[src/rtl/rxdma_pkg.sv]
package rxdma_pkg;
  localparam int WORD_W     = 32;
  localparam int WORD_BYTES = 4;
  localparam int DESC_BYTES = 8;

  // control register fields
  localparam int CTL_EN     = 0;
  localparam int CTL_OFF_LO = 1;
  localparam int CTL_OFF_W  = 7;
  localparam int CTL_OC     = 10;

  // descriptor control word flags
  localparam int DSC_EOT = 28;
  localparam int DSC_IOC = 29;

  // header field positions
  localparam int HDR_OVF    = 23;
  localparam int HDR_CNT_LO = 24;

  typedef enum logic [3:0] {
    ST_OFF, ST_WAIT, ST_FETCH, ST_DATA, ST_WR, ST_NEED, ST_DROP, ST_HDR, ST_STOP
  } eng_state_t;

  typedef enum logic [3:0] {
    ERR_NONE = 4'd0, ERR_PROTO = 4'd1, ERR_OVF = 4'd2, ERR_BUS_WR = 4'd3, ERR_BUS_DSC = 4'd4
  } err_t;

  localparam logic [3:0] CODE_OFF  = 4'd0;
  localparam logic [3:0] CODE_RUN  = 4'd1;
  localparam logic [3:0] CODE_IDLE = 4'd2;
  localparam logic [3:0] CODE_STOP = 4'd3;

  function automatic logic [WORD_W-1:0] pack_hdr(input logic [15:0] len,
                                                 input logic ovf,
                                                 input logic [3:0] cnt);
    logic [WORD_W-1:0] h;
    h = '0;
    h[15:0] = len;
    h[HDR_OVF] = ovf;
    h[HDR_CNT_LO +: 4] = cnt;
    return h;
  endfunction
endpackage

[src/rtl/rxdma_regs.sv]
module rxdma_regs
  import rxdma_pkg::*;
#(
  parameter int ADDR_W    = 32,
  parameter int RING_BITS = 12
) (
  input  logic                        clk,
  input  logic                        rst,
  input  logic                        cfg_we,
  input  logic [1:0]                  cfg_addr,
  input  logic [WORD_W-1:0]           cfg_wdata,
  output logic                        en,
  output logic [CTL_OFF_W-1:0]        off,
  output logic                        oc,
  output logic [ADDR_W-1:RING_BITS]   base_hi,
  output logic [RING_BITS-1:3]        posted_idx
);
  logic unused_cfg;
  assign unused_cfg = ^cfg_wdata;

  always_ff @(posedge clk) begin
    if (rst) begin
      en         <= 1'b0;
      off        <= '0;
      oc         <= 1'b0;
      base_hi    <= '0;
      posted_idx <= '0;
    end else if (cfg_we) begin
      case (cfg_addr)
        2'd0: begin
          en  <= cfg_wdata[CTL_EN];
          off <= cfg_wdata[CTL_OFF_LO +: CTL_OFF_W];
          oc  <= cfg_wdata[CTL_OC];
        end
        2'd1:    base_hi    <= cfg_wdata[ADDR_W-1:RING_BITS];
        2'd2:    posted_idx <= cfg_wdata[RING_BITS-1:3];
        default: ;
      endcase
    end
  end
endmodule

[src/rtl/rxdma_ring.sv]
module rxdma_ring #(
  parameter int RING_BITS = 12
) (
  input  logic                 clk,
  input  logic                 rst,
  input  logic                 clr,
  input  logic                 adv,
  input  logic                 wrap,
  input  logic [RING_BITS-1:3] posted_idx,
  output logic [RING_BITS-1:0] cur_byte,
  output logic                 empty
);
  localparam int IDX_W = RING_BITS - 3;
  logic [IDX_W-1:0] idx_q;

  always_ff @(posedge clk) begin
    if (rst || clr)  idx_q <= '0;
    else if (adv)    idx_q <= wrap ? '0 : idx_q + 1'b1;
  end

  assign cur_byte = {idx_q, 3'b000};
  assign empty    = (idx_q == posted_idx);
endmodule

[src/rtl/rxdma_engine.sv]
module rxdma_engine
  import rxdma_pkg::*;
#(
  parameter int ADDR_W = 32,
  parameter int BC_W   = 13,
  parameter int LEN_W  = 16,
  parameter int CNT_W  = 4
) (
  input  logic                  clk,
  input  logic                  rst,
  input  logic                  en,
  input  logic [CTL_OFF_W-1:0]  off,
  input  logic                  oc,
  input  logic                  empty,
  output logic                  ring_adv,
  output logic                  ring_wrap,
  input  logic                  in_valid,
  output logic                  in_ready,
  input  logic [WORD_W-1:0]     in_data,
  input  logic                  in_last,
  output logic                  desc_req,
  input  logic                  desc_gnt,
  input  logic                  desc_err,
  input  logic [2*WORD_W-1:0]   desc_rdata,
  output logic                  wr_req,
  output logic [ADDR_W-1:0]     wr_addr,
  output logic [WORD_W-1:0]     wr_data,
  input  logic                  wr_gnt,
  input  logic                  wr_err,
  output logic                  irq,
  output eng_state_t            st,
  output err_t                  err
);
  eng_state_t        st_q;
  err_t              err_q;
  logic [ADDR_W-1:0] wptr_q, hdr_addr_q;
  logic [BC_W-1:0]   left_q;
  logic [LEN_W-1:0]  len_q;
  logic [CNT_W-1:0]  cnt_q;
  logic [WORD_W-1:0] word_q;
  logic              last_q, first_q, ovf_q, ioc_q, irq_q;

  // descriptor decode
  logic [BC_W-1:0]   d_bc;
  logic [ADDR_W-1:0] d_addr;
  logic [BC_W:0]     need_first, left_first;
  logic [BC_W-1:0]   left_new;
  logic              proto_bad;
  logic              unused_dsc;

  assign d_bc       = desc_rdata[BC_W-1:0];
  assign d_addr     = desc_rdata[WORD_W +: ADDR_W];
  assign need_first = (BC_W+1)'(off) + (BC_W+1)'(WORD_BYTES);
  assign left_first = {1'b0, d_bc} - need_first;
  assign proto_bad  = first_q && ({1'b0, d_bc} < need_first);
  assign left_new   = first_q ? left_first[BC_W-1:0] : d_bc;
  assign unused_dsc = ^desc_rdata;

  assign ring_adv  = (st_q == ST_FETCH) && desc_gnt && !desc_err;
  assign ring_wrap = desc_rdata[DSC_EOT];

  assign in_ready = (st_q == ST_DATA) || (st_q == ST_DROP);
  assign desc_req = (st_q == ST_FETCH);
  assign wr_req   = (st_q == ST_WR) || (st_q == ST_HDR);
  assign wr_addr  = (st_q == ST_HDR) ? hdr_addr_q : wptr_q;
  assign wr_data  = (st_q == ST_HDR) ? pack_hdr(len_q, ovf_q, cnt_q) : word_q;
  assign irq      = irq_q;
  assign st       = st_q;
  assign err      = err_q;

  always_ff @(posedge clk) begin
    irq_q <= 1'b0;
    if (rst || !en) begin
      st_q       <= ST_OFF;
      err_q      <= ERR_NONE;
      first_q    <= 1'b0;
      ovf_q      <= 1'b0;
      ioc_q      <= 1'b0;
      last_q     <= 1'b0;
      len_q      <= '0;
      cnt_q      <= '0;
      left_q     <= '0;
      wptr_q     <= '0;
      hdr_addr_q <= '0;
      word_q     <= '0;
    end else begin
      case (st_q)
        ST_OFF: st_q <= ST_WAIT;
        ST_WAIT: if (!empty) begin
          st_q    <= ST_FETCH;
          first_q <= 1'b1;
          ovf_q   <= 1'b0;
          len_q   <= '0;
          cnt_q   <= '0;
        end
        ST_FETCH: if (desc_gnt) begin
          if (desc_err) begin
            st_q  <= ST_STOP;
            err_q <= ERR_BUS_DSC;
          end else if (proto_bad) begin
            st_q  <= ST_STOP;
            err_q <= ERR_PROTO;
          end else begin
            ioc_q   <= desc_rdata[DSC_IOC];
            first_q <= 1'b0;
            left_q  <= left_new;
            if (first_q) begin
              hdr_addr_q <= d_addr + ADDR_W'(off);
              wptr_q     <= d_addr + ADDR_W'(off) + ADDR_W'(WORD_BYTES);
            end else begin
              wptr_q <= d_addr;
              if (cnt_q != '1) cnt_q <= cnt_q + 1'b1;
            end
            st_q <= (left_new >= BC_W'(WORD_BYTES)) ? ST_DATA : ST_NEED;
          end
        end
        ST_DATA: if (in_valid) begin
          word_q <= in_data;
          last_q <= in_last;
          len_q  <= len_q + LEN_W'(WORD_BYTES);
          st_q   <= ST_WR;
        end
        ST_WR: if (wr_gnt) begin
          if (wr_err) begin
            st_q  <= ST_STOP;
            err_q <= ERR_BUS_WR;
          end else begin
            wptr_q <= wptr_q + ADDR_W'(WORD_BYTES);
            left_q <= left_q - BC_W'(WORD_BYTES);
            if (last_q)                                st_q <= ST_HDR;
            else if (left_q >= BC_W'(2*WORD_BYTES))    st_q <= ST_DATA;
            else                                       st_q <= ST_NEED;
          end
        end
        ST_NEED: begin
          if (!empty) st_q <= ST_FETCH;
          else if (oc) begin
            ovf_q <= 1'b1;
            st_q  <= ST_DROP;
          end else begin
            st_q  <= ST_STOP;
            err_q <= ERR_OVF;
          end
        end
        ST_DROP: if (in_valid) begin
          len_q <= len_q + LEN_W'(WORD_BYTES);
          if (in_last) st_q <= ST_HDR;
        end
        ST_HDR: if (wr_gnt) begin
          if (wr_err) begin
            st_q  <= ST_STOP;
            err_q <= ERR_BUS_WR;
          end else begin
            irq_q <= ioc_q;
            st_q  <= ST_WAIT;
          end
        end
        default: ;
      endcase
    end
  end
endmodule

[src/rtl/rxdma_chan.sv]
module rxdma_chan
  import rxdma_pkg::*;
#(
  parameter int ADDR_W    = 32,
  parameter int RING_BITS = 12,
  parameter int BC_W      = 13
) (
  input  logic                 clk,
  input  logic                 rst,
  input  logic                 cfg_we,
  input  logic [1:0]           cfg_addr,
  input  logic [WORD_W-1:0]    cfg_wdata,
  output logic [WORD_W-1:0]    stat_o,
  input  logic                 in_valid,
  output logic                 in_ready,
  input  logic [WORD_W-1:0]    in_data,
  input  logic                 in_last,
  output logic                 desc_req,
  output logic [ADDR_W-1:0]    desc_addr,
  input  logic                 desc_gnt,
  input  logic                 desc_err,
  input  logic [2*WORD_W-1:0]  desc_rdata,
  output logic                 wr_req,
  output logic [ADDR_W-1:0]    wr_addr,
  output logic [WORD_W-1:0]    wr_data,
  input  logic                 wr_gnt,
  input  logic                 wr_err,
  output logic                 irq
);
  localparam int ST_LO  = 12;
  localparam int ERR_LO = 16;

  logic                       en, oc, empty, ring_adv, ring_wrap;
  logic [CTL_OFF_W-1:0]       off;
  logic [ADDR_W-1:RING_BITS]  base_hi;
  logic [RING_BITS-1:3]       posted_idx;
  logic [RING_BITS-1:0]       cur_byte;
  eng_state_t                 st;
  err_t                       err;
  logic [3:0]                 code;
  logic [WORD_W-1:0]          stat_d, stat_q;

  rxdma_regs #(.ADDR_W(ADDR_W), .RING_BITS(RING_BITS)) u_regs (
    .clk(clk), .rst(rst), .cfg_we(cfg_we), .cfg_addr(cfg_addr), .cfg_wdata(cfg_wdata),
    .en(en), .off(off), .oc(oc), .base_hi(base_hi), .posted_idx(posted_idx)
  );

  rxdma_ring #(.RING_BITS(RING_BITS)) u_ring (
    .clk(clk), .rst(rst), .clr(!en), .adv(ring_adv), .wrap(ring_wrap),
    .posted_idx(posted_idx), .cur_byte(cur_byte), .empty(empty)
  );

  rxdma_engine #(.ADDR_W(ADDR_W), .BC_W(BC_W)) u_eng (
    .clk(clk), .rst(rst), .en(en), .off(off), .oc(oc), .empty(empty),
    .ring_adv(ring_adv), .ring_wrap(ring_wrap),
    .in_valid(in_valid), .in_ready(in_ready), .in_data(in_data), .in_last(in_last),
    .desc_req(desc_req), .desc_gnt(desc_gnt), .desc_err(desc_err), .desc_rdata(desc_rdata),
    .wr_req(wr_req), .wr_addr(wr_addr), .wr_data(wr_data), .wr_gnt(wr_gnt), .wr_err(wr_err),
    .irq(irq), .st(st), .err(err)
  );

  assign desc_addr = {base_hi, cur_byte};

  always_comb begin
    case (st)
      ST_OFF:  code = CODE_OFF;
      ST_STOP: code = CODE_STOP;
      ST_WAIT: code = empty ? CODE_IDLE : CODE_RUN;
      default: code = CODE_RUN;
    endcase
    stat_d = '0;
    stat_d[RING_BITS-1:0] = cur_byte;
    stat_d[ST_LO +: 4]    = code;
    stat_d[ERR_LO +: 4]   = err;
  end

  always_ff @(posedge clk) begin
    if (rst) stat_q <= '0;
    else     stat_q <= stat_d;
  end

  assign stat_o = stat_q;
endmodule

[config.mk]
export PLATFORM = sky130hd
export DESIGN_NAME = rxdma_chan
export DESIGN_NICKNAME = d
export VERILOG_FILES = /design/src/rtl/rxdma_pkg.sv /design/src/rtl/rxdma_regs.sv /design/src/rtl/rxdma_ring.sv /design/src/rtl/rxdma_engine.sv /design/src/rtl/rxdma_chan.sv
export SDC_FILE = /design/constraint.sdc
export NUM_CORES = 1
export LEC_CHECK = 0
export ABC_CLOCK_PERIOD_IN_PS = 5150
export BUFFER_PORTS_ARGS = -buffer_cell sky130_fd_sc_hd__clkbuf_2
export CAP_MARGIN = 20
export CELL_PAD_IN_SITES_DETAIL_PLACEMENT = 0
export CELL_PAD_IN_SITES_GLOBAL_PLACEMENT = 1
export CORE_MARGIN = 5
export CORE_UTILIZATION = 40
export DETAILED_ROUTE_END_ITERATION = 6
export GPL_TIMING_DRIVEN = 0
export HOLD_SLACK_MARGIN = 0.15
export PLACE_DENSITY_LB_ADDON = 0.3
export SYNTH_ARGS = -nofsm -noshare
export SYNTH_HDL_FRONTEND = slang
export SYNTH_HIERARCHICAL = 1
export SYNTH_SLANG_ARGS = --single-unit
[constraint.sdc]
create_clock -name clk -period 5.15 [get_ports clk]
set_clock_uncertainty 0.1 [all_clocks]
set_input_delay 0.7725 -clock clk [delete_from_list [all_inputs] [get_ports clk]]
set_output_delay 0.7725 -clock clk [all_outputs]
set_load 0.02 [all_outputs]
==> out/qor.yml, run 1 <==
min-delay-start: "u_eng/ioc_q$_SDFFE_PP0P_"
crit_fanout: 9
synth_top_family_by_area: "simple AND/OR/NAND/NOR gates"
chipWidth_um: 185.7
cts_root_buffer: "clkbuf_16"
hold_viol: 0
r2r-start: "u_regs/off[0]$_SDFFE_PP0P_"
peakVddDrop_uv: 181.8
switching_share_pct: 24.65
wirelength_um: 42940
cts_setup_buffers: 0
critPathCaptureType: "flop"
post_drt_wl_per_cell_um: 19.30
min_to: "u_eng/irq$_SDFF_PP0_"
synth_adder_area_share_pct: 2.736
core_area_sq_um: 30510
regToRegEndpoint: "u_eng/wptr_q[20]$_SDFFE_PP0P_"
finalCritPeriodShare_pct: 88.76
clkPwrFrac_pct: 45.3
ff2ff_path_depth: 12
rsz0062_at_grt: "false"
worst_slew_pin_slew_ns: 1.083
yosys_warnings: 6
htreeDepth: 1
p_leak_nw: 5.709
drt_iter0_markers: 972
die_y_um: 185.7
layout-drive-gt1-share_pct: 20.28
grtUsageMet2_pct: 37.31
drv_cap: 0
critPathSlowestCell: "nor4b_1"
reg2reg_setup_slack_ns: 0.59
grt.met1_usage_pct: 33.43
via_per_inst: 5.496
cts_resized: 0
path_cells: "clkbuf_2 -> ha_1 -> fa_1 -> a211oi_2 -> o21ai_2 -> mux2i_1 -> nor4_1 -> or4b_1 -> buf_2 -> nor4b_1 -> a21oi_1 -> nand4b_1 -> a31oi_1"
num_vias: 12230
fin_nets: 1978
path_clk_slew_ns: 0.06
grt-busiest-layer: "met2"
power_w: 0.003550
synth.area.mux_share_pct: 9.213
relSlewSlack_pct: 27.38
placed_cells: 2185
synthSimpleGateAreaFrac_pct: 26.64
syn_area_per_cell_sq_um: 7.996
dp_hpwl_um: 33310
clkLatencyLatePin_ns: 0.51
hold_buffers: 0
cts_max_path_buffers: 3
violations: "design-rule violations"
cts.sinks: 204
yosysSeqAreaShare_pct: 33.08
die_area_sq_um: 34480
tns_ns: 0
synth_seq_cells: 204
grt_max_degree: 23
pwr-share-seq_pct: 45.1
whs_ns: 0.3504
worstPathArrival_ns: 4.91
drc_errors: 2
cp.required_ns: 5.49
whs_path_depth: 2
synth-edff-count: 0
rows: 64
async_reset_ff_share_pct: 0
gp_congestion: 0.9192
startpoint_type: "input pin"
fin_crit_ns: 4.571
fmax_ghz: 0.2188
grt_pass1_vias: 11750
synth-compound-area-share_pct: 16.68
finalSetupViolations: 0
p_switching_w: 0.0008753
ant_nets: 0
power_density_nw_per_um2: 240.3
status: "complete, but fails checks"
antenna_found_initial: 1
area_growth_pct: 19.68
synthXorXnorAreaFrac_pct: 6.385
min_path_type: "reg -> reg"
power.share.combinational_pct: 9.6
firstDrtPassIters: 7
grt.overflow.total: 0
numCtsBuffers: 23
synth.distinct_cells: 85
final_cells: 2225
port_buffers: 228
antenna_cells: 0
synth_area_sq_um: 12350
worstSetupPathType: "in -> reg"
p_int_w: 0.002675
worstSetupStartpoint: "desc_rdata[32]"
io_pins: 271
grt_usage_pct: 23.85
critPathMaxStageDelay_ns: 0.84
slew_violations: 0
ys.flop_type: "dfxtp_1"
met3_usage_pct: 5.081
netlist_instances: 1544
cts_tree: "built"
initial_core_util_pct: 40.47
grt_first_pass_wirelength_um: 65750
-- metal layers --
metal  vias to the layer above  share of wire, %
met4                         2               2.6
met5                         -             0.047
met1                      5699                45
met3                        65               8.5
li1                       5974                 -
met2                       488                44
-- cell families after synthesis --
family,count (synthesis)
fa+ha+maj,26
simple gates,648
other cells,3
compound gates,326
flops,204
xor+xnor,90
mux,107
buf+inv,140
-- power groups by stage --
stage	combinational [W]	clock [W]	sequential, W
2_1_floorplan	0.000203	0	0.00164
3_5_place_dp	0.000338	0	0.00164
6_report	0.000342	0.00161	0.00160
4_1_cts	0.000339	0.00165	0.00160
5_1_grt	0.000376	0.00171	0.00160
3_3_place_gp	0.000334	0	0.00164
-- cell type report --
cell class | instances | area (sq um)
clock inverter | 6 | 62.56
sequential | 204 | 4084
inverter | 25 | 93.84
multi-input combinational | 1215 | 7680
buffer | 115 | 544.3
clock buffer | 34 | 666.9
timing repair buffer | 230 | 1149
fill | 3098 | 15730
tap | 396 | 495.5
-- worst max-delay path, delay by kind of cell --
family | cells | cell delay (ns)
and+or+nand+nor | 4 | 1.98
AOI/OAI and AO/OA | 4 | 1.04
adders and majority gates | 2 | 0.67
buffers and inverters | 2 | 0.28
muxes | 1 | 0.15
-- metrics by stage --
step	util, %	worst slack (ns)	instance area (sq um)
floorplan	-	0.7944	12400
global route	48.43	0.2990	14780
global placement	46.01	0.1070	14040
detailed placement	46.04	0.1294	14050
finish	48.43	0.5791	14780
CTS	48.43	0.6335	14780
-- registers in the layout (all words and copies together), names as in the netlist, 3 cells and up --
signal and count:
u_eng/hdr_addr_q 32, u_eng/word_q 32, u_eng/wptr_q 32, u_regs/base_hi 20
stat_o 18, u_eng/len_q 14, u_eng/left_q 13, u_regs/posted_idx 9
u_ring/idx_q 9, u_regs/off 7, u_eng/cnt_q 4, u_eng/st 4
u_eng/err 3
-- cell usage after synthesis, types with 6 or more instances --
master | instances | area share (%)
nor4_1 | 18 | 0.91
buf_4 | 19 | 1.2
nand4_1 | 21 | 1.1
clkbuf_1 | 76 | 2.3
a31oi_1 | 17 | 0.86
nand3_1 | 53 | 2.1
or2_2 | 8 | 0.41
buf_1 | 7 | 0.21
inv_1 | 25 | 0.76
mux2_2 | 53 | 4.8
nand2b_1 | 80 | 4.1
nor2b_1 | 30 | 1.5
a21oi_1 | 119 | 4.8
o211ai_1 | 9 | 0.55
o221ai_1 | 6 | 0.43
o22ai_1 | 9 | 0.46
nor2_1 | 142 | 4.3
a211oi_1 | 36 | 2.2
ha_1 | 23 | 2.3
xnor2_1 | 50 | 3.5
nor3_1 | 40 | 1.6
o21ai_0 | 64 | 2.6
and2_1 | 26 | 1.3
mux2i_1 | 54 | 4.4
xor2_1 | 40 | 2.8
or3_1 | 11 | 0.56
nand2_1 | 155 | 4.7
and3_1 | 24 | 1.2
and4_1 | 7 | 0.50
buf_2 | 8 | 0.32
dfxtp_1 | 204 | 33
-- worst max-delay path by stage --
stage                                   endpoint  slack, ns
2_1_floorplan      u_eng/wptr_q[27]$_SDFFE_PP0P_       0.79
3_3_place_gp       u_eng/wptr_q[27]$_SDFFE_PP0P_       0.11
3_5_place_dp       u_eng/wptr_q[27]$_SDFFE_PP0P_       0.13
4_1_cts            u_eng/wptr_q[27]$_SDFFE_PP0P_       0.63
5_1_grt        u_eng/hdr_addr_q[22]$_SDFFE_PP0P_       0.30
6_report           u_eng/wptr_q[20]$_SDFFE_PP0P_       0.58
-- cells in the final DEF, fill, tap and decap left out, types with 11 or more instances in the layout --
cell         n
nand4_1     21
a211oi_1    36
clkbuf_16   23
buf_4       19
mux2i_1     54
mux2_2      53
and2_1      26
o21ai_0     64
a21oi_1    119
inv_1       25
a31oi_1     17
nor2_1     142
or3_1       11
clkbuf_2   229
nor3_1      40
and3_1      24
conb_1      18
nand3_1     53
dfxtp_1    204
nor2b_1     30
clkbuf_1    82
nor4_1      18
nand2_1    155
xor2_1      40
ha_1        23
nand2b_1    80
xnor2_1     50
No activity file was read; power rests on OpenSTA's default activity.
==> inputs of run 2 (changes only) <==
Settings changed: ABC_AREA set to 1, CORE_UTILIZATION 40 to 39.
==> out/qor.yml, run 2 <==
final_common_cell: "nand2_1"  # was clkbuf_2
worst_slew_pin_slew_ns: 0.7890  # was 1.083 ns
grt_usage_pct: 24.19  # was 23.85%
ff2ff_path_depth: 17  # was 12
antenna_cells: 0  # unchanged
rsz0062_at_grt: "false"  # unchanged
ant_nets: 0  # unchanged
cts_max_path_buffers: 3  # unchanged
synth-edff-count: 0  # unchanged
synth_commonest_cells: "nand2_1 (492), inv_1 (285), nor2_1 (242)"  # was dfxtp_1 (204), nand2_1 (155), nor2_1 (142)
htreeDepth: 1  # unchanged
finalCritPeriodShare_pct: 81.57  # was 88.76%
final_cell_mix: "nand2_1 (492), inv_1 (285), nor2_1 (242), clkbuf_2 (235), dfxtp_1 (204)"  # was clkbuf_2 (229), dfxtp_1 (204), nand2_1 (155), nor2_1 (142), a21oi_1 (119)
tns_ns: 0  # unchanged
area_growth_pct: 19.68  # about the same
initial_core_util_pct: 39.18  # was 40.47%
drv_cap: 0  # unchanged
cts_setup_buffers: 0  # unchanged
worstPathArrival_ns: 3.33  # was 4.91 ns
yosysSeqAreaShare_pct: 30.40  # was 33.08%
die_area_sq_um: 38260  # was 34480 sq um
relSlewSlack_pct: 47.40  # was 27.38%
synth_top_area_share_pct: 30.40  # was 33.08%
post_drt_wl_per_cell_um: 16.56  # was 19.30 um
worstSetupStartpoint: "u_eng/st[2]$_SDFFE_PP0P_"  # was desc_rdata[32]
firstDrtPassIters: 6  # was 7
power_density_nw_per_um2: 242.0  # was 240.3 nW/um^2
drc_errors: 0  # was 2
cts_resized: 0  # unchanged
num_vias: 14620  # was 12230
io_pins: 271  # unchanged
grt_first_pass_wirelength_um: 75230  # was 65750 um
pwr-share-seq_pct: 41.4  # was 45.1%
crit_buf_inv: 5  # was 2
status: "finished clean"  # was complete, but fails checks
core_area_sq_um: 34290  # was 30510 sq um
crit_fanout: 10  # was 9
synth_seq_cells: 204  # unchanged
synth.distinct_cells: 59  # was 85
cts_root_buffer: "clkbuf_16"  # unchanged
worstSetupPathType: "reg -> out"  # was in -> reg
synth_area_sq_um: 13430  # was 12350 sq um
crit_cells: 8  # was 13
path_cells: "inv_1 -> nor2_2 -> inv_1 -> nor2_1 -> clkbuf_1 -> clkbuf_1 -> o21ai_0 -> clkbuf_2"  # was clkbuf_2 -> ha_1 -> fa_1 -> a211oi_2 -> o21ai_2 -> mux2i_1 -> nor4_1 -> or4b_1 -> buf_2 -> nor4b_1 -> a21oi_1 -> nand4b_1 -> a31oi_1
drt_iter0_markers: 1041  # was 972
largestRegisters: "u_eng/hdr_addr_q x32, u_eng/word_q x32, u_eng/wptr_q x32"  # unchanged
yosys_warnings: 6  # unchanged
rows: 68  # was 64
port_buffers: 235  # was 228
slew_violations: 0  # unchanged
path_clk_slew_ns: 0.05  # was 0.06 ns
fin_crit_ns: 4.201  # was 4.571 ns
grt_pass1_vias: 13930  # was 11750
hold_buffers: 0  # unchanged
antenna_found_initial: 1  # unchanged
finalSetupViolations: 0  # unchanged
syn_area_per_cell_sq_um: 6.240  # was 7.996 sq um
peakVddDrop_uv: 264.8  # was 181.8 uV
critPathSlowestCell: "clkbuf_1"  # was nor4b_1
ys.flop_type: "dfxtp_1"  # unchanged
r2r-start: "u_regs/off[2]$_SDFFE_PP0P_"  # was u_regs/off[0]$_SDFFE_PP0P_
yosysTopAreaCell: "dfxtp_1"  # unchanged
clkLatencyLatePin_ns: 0.52  # was 0.51 ns
gp_congestion: 0.9214  # was 0.9192
min_path_type: "reg -> reg"  # unchanged
async_reset_ff_share_pct: 0  # unchanged
layout-drive-gt1-share_pct: 18.01  # was 20.28%
via_per_inst: 5.035  # was 5.496
startpoint_type: "flop"  # was input pin
whs_path_depth: 2  # unchanged
critical_path.top_delay_family: "buffers and inverters"  # was simple AND/OR/NAND/NOR gates
fmax_ghz: 0.2381  # was 0.2188 GHz
chipWidth_um: 195.6  # was 185.7 um
min-delay-start: "u_eng/err[2]$_SDFFE_PP0P_"  # was u_eng/ioc_q$_SDFFE_PP0P_
hold_viol: 0  # unchanged
cts_tree: "built"  # unchanged
power_w: 0.003892  # was 0.003550 W
final_util_pct: 46.89  # was 48.43%
p_switching_w: 0.001026  # was 0.0008753 W
power.share.combinational_pct: 11.7  # was 9.6%
p_leak_nw: 7.295  # was 5.709 nW
grt.overflow.total: 0  # unchanged
cp.required_ns: 4.28  # was 5.49 ns
switching_share_pct: 26.35  # was 24.65%
clkPwrFrac_pct: 46.9  # was 45.3%
dp_hpwl_um: 38710  # was 33310 um
grt_max_degree: 13  # was 23
synthTopCellsByArea: "dfxtp_1 (30%), nand2_1 (14%), inv_1 (8.0%), o21ai_0 (7.0%), a21oi_1 (6.9%)"  # was dfxtp_1 (33%), mux2_2 (4.8%), a21oi_1 (4.8%), nand2_1 (4.7%), mux2i_1 (4.4%)
netlist_instances: 2153  # was 1544
p_int_w: 0.002866  # was 0.002675 W
yosysMostFrequentCell: "nand2_1"  # was dfxtp_1
wirelength_um: 48080  # was 42940 um
die_y_um: 195.6  # was 185.7 um
critPathMaxStageDelay_ns: 0.65  # was 0.84 ns
critPathCaptureType: "primary output"  # was flop
numCtsBuffers: 25  # was 23
cts.sinks: 204  # unchanged
fin_nets: 2594  # was 1978
## run 2: power groups by stage
stage	combinational [W]	clock [W]	sequential [W]
after global placement	0.000449	0	0.00165
after CTS	0.000454	0.00186	0.00161
after global routing	0.000511	0.00192	0.00161
final	0.000455	0.00183	0.00161
after detailed placement	0.000452	0	0.00165
after floorplan	0.000284	0	0.00165
## run 2: cells by family after synthesis
logic type	after synthesis	synth area share [%]
XOR/XNOR	39	2.543
other	3	0.08382
AO/OA/AOI/OAI	433	17.06
adder cells (fa/ha/maj)	25	2.440
flip-flops	204	30.40
buffers and inverters	406	12.30
multiplexers	1	0.07451
AND/OR/NAND/NOR	1042	35.09
## run 2: per-stage QoR
step / worst slack (ns) / cells / hold slack (ns) / area (sq um)
5_1_grt: 0.8038 / 2903 / 0.3521 / 16080
2_1_floorplan: 2.054 / 2168 / 0.3030 / 13490
3_5_place_dp: 1.426 / 2858 / 0.3228 / 15240
3_3_place_gp: 1.422 / 2858 / 0.3215 / 15240
4_1_cts: 0.9849 / 2903 / 0.3326 / 16080
6_report: 0.9492 / 2903 / 0.3300 / 16080
## run 2: layer usage
layer / global-route usage, % / vias to the layer above / part of all wire (%)
met3: 4.917 / 71 / 7.3
met2: 40.28 / 456 / 46
met4: 6.258 / 2 / 2.8
met1: 32.10 / 6646 / 44
met5: 0 / - / 0.023
li1: - / 7442 / -
## run 2: layout make-up
cell class                      count  area [sq um]
Timing Repair Buffer              235          1176
Multi-Input combinational cell   1558          7754
Sequential cell                   204          4084
Tap cell                          455         569.3
Inverter                          307          1155
Fill cell                        3740         18210
Clock inverter                      8         121.4
Buffer                             99         498.0
Clock buffer                       37         720.7
## run 2: path summary, 6_finish.rpt
kind,endpoint,slack (ns)
setup / recovery,wr_addr[2],0.95
hold / removal,stat_o[18]$_SDFF_PP0_,0.33
setup reg to reg,u_eng/wptr_q[6]$_SDFFE_PP0P_,1.72
hold reg to reg,stat_o[18]$_SDFF_PP0_,0.33
## run 2: worst register-to-register path, stage by stage, from the launching register on
cell	delay [ns]
dfxtp_1	0.46
ha_1	0.24
nand3_1	0.11
xor2_1	0.18
ha_1	0.37
nand2_1	0.09
nand2_1	0.07
a21oi_1	0.13
inv_1	0.07
nor3_1	0.13
nand2_1	0.08
nand2_1	0.10
nand2_1	0.12
nand3_2	0.23
clkbuf_1	0.56
a21oi_1	0.14
o21ai_0	0.10
inv_1	0.05
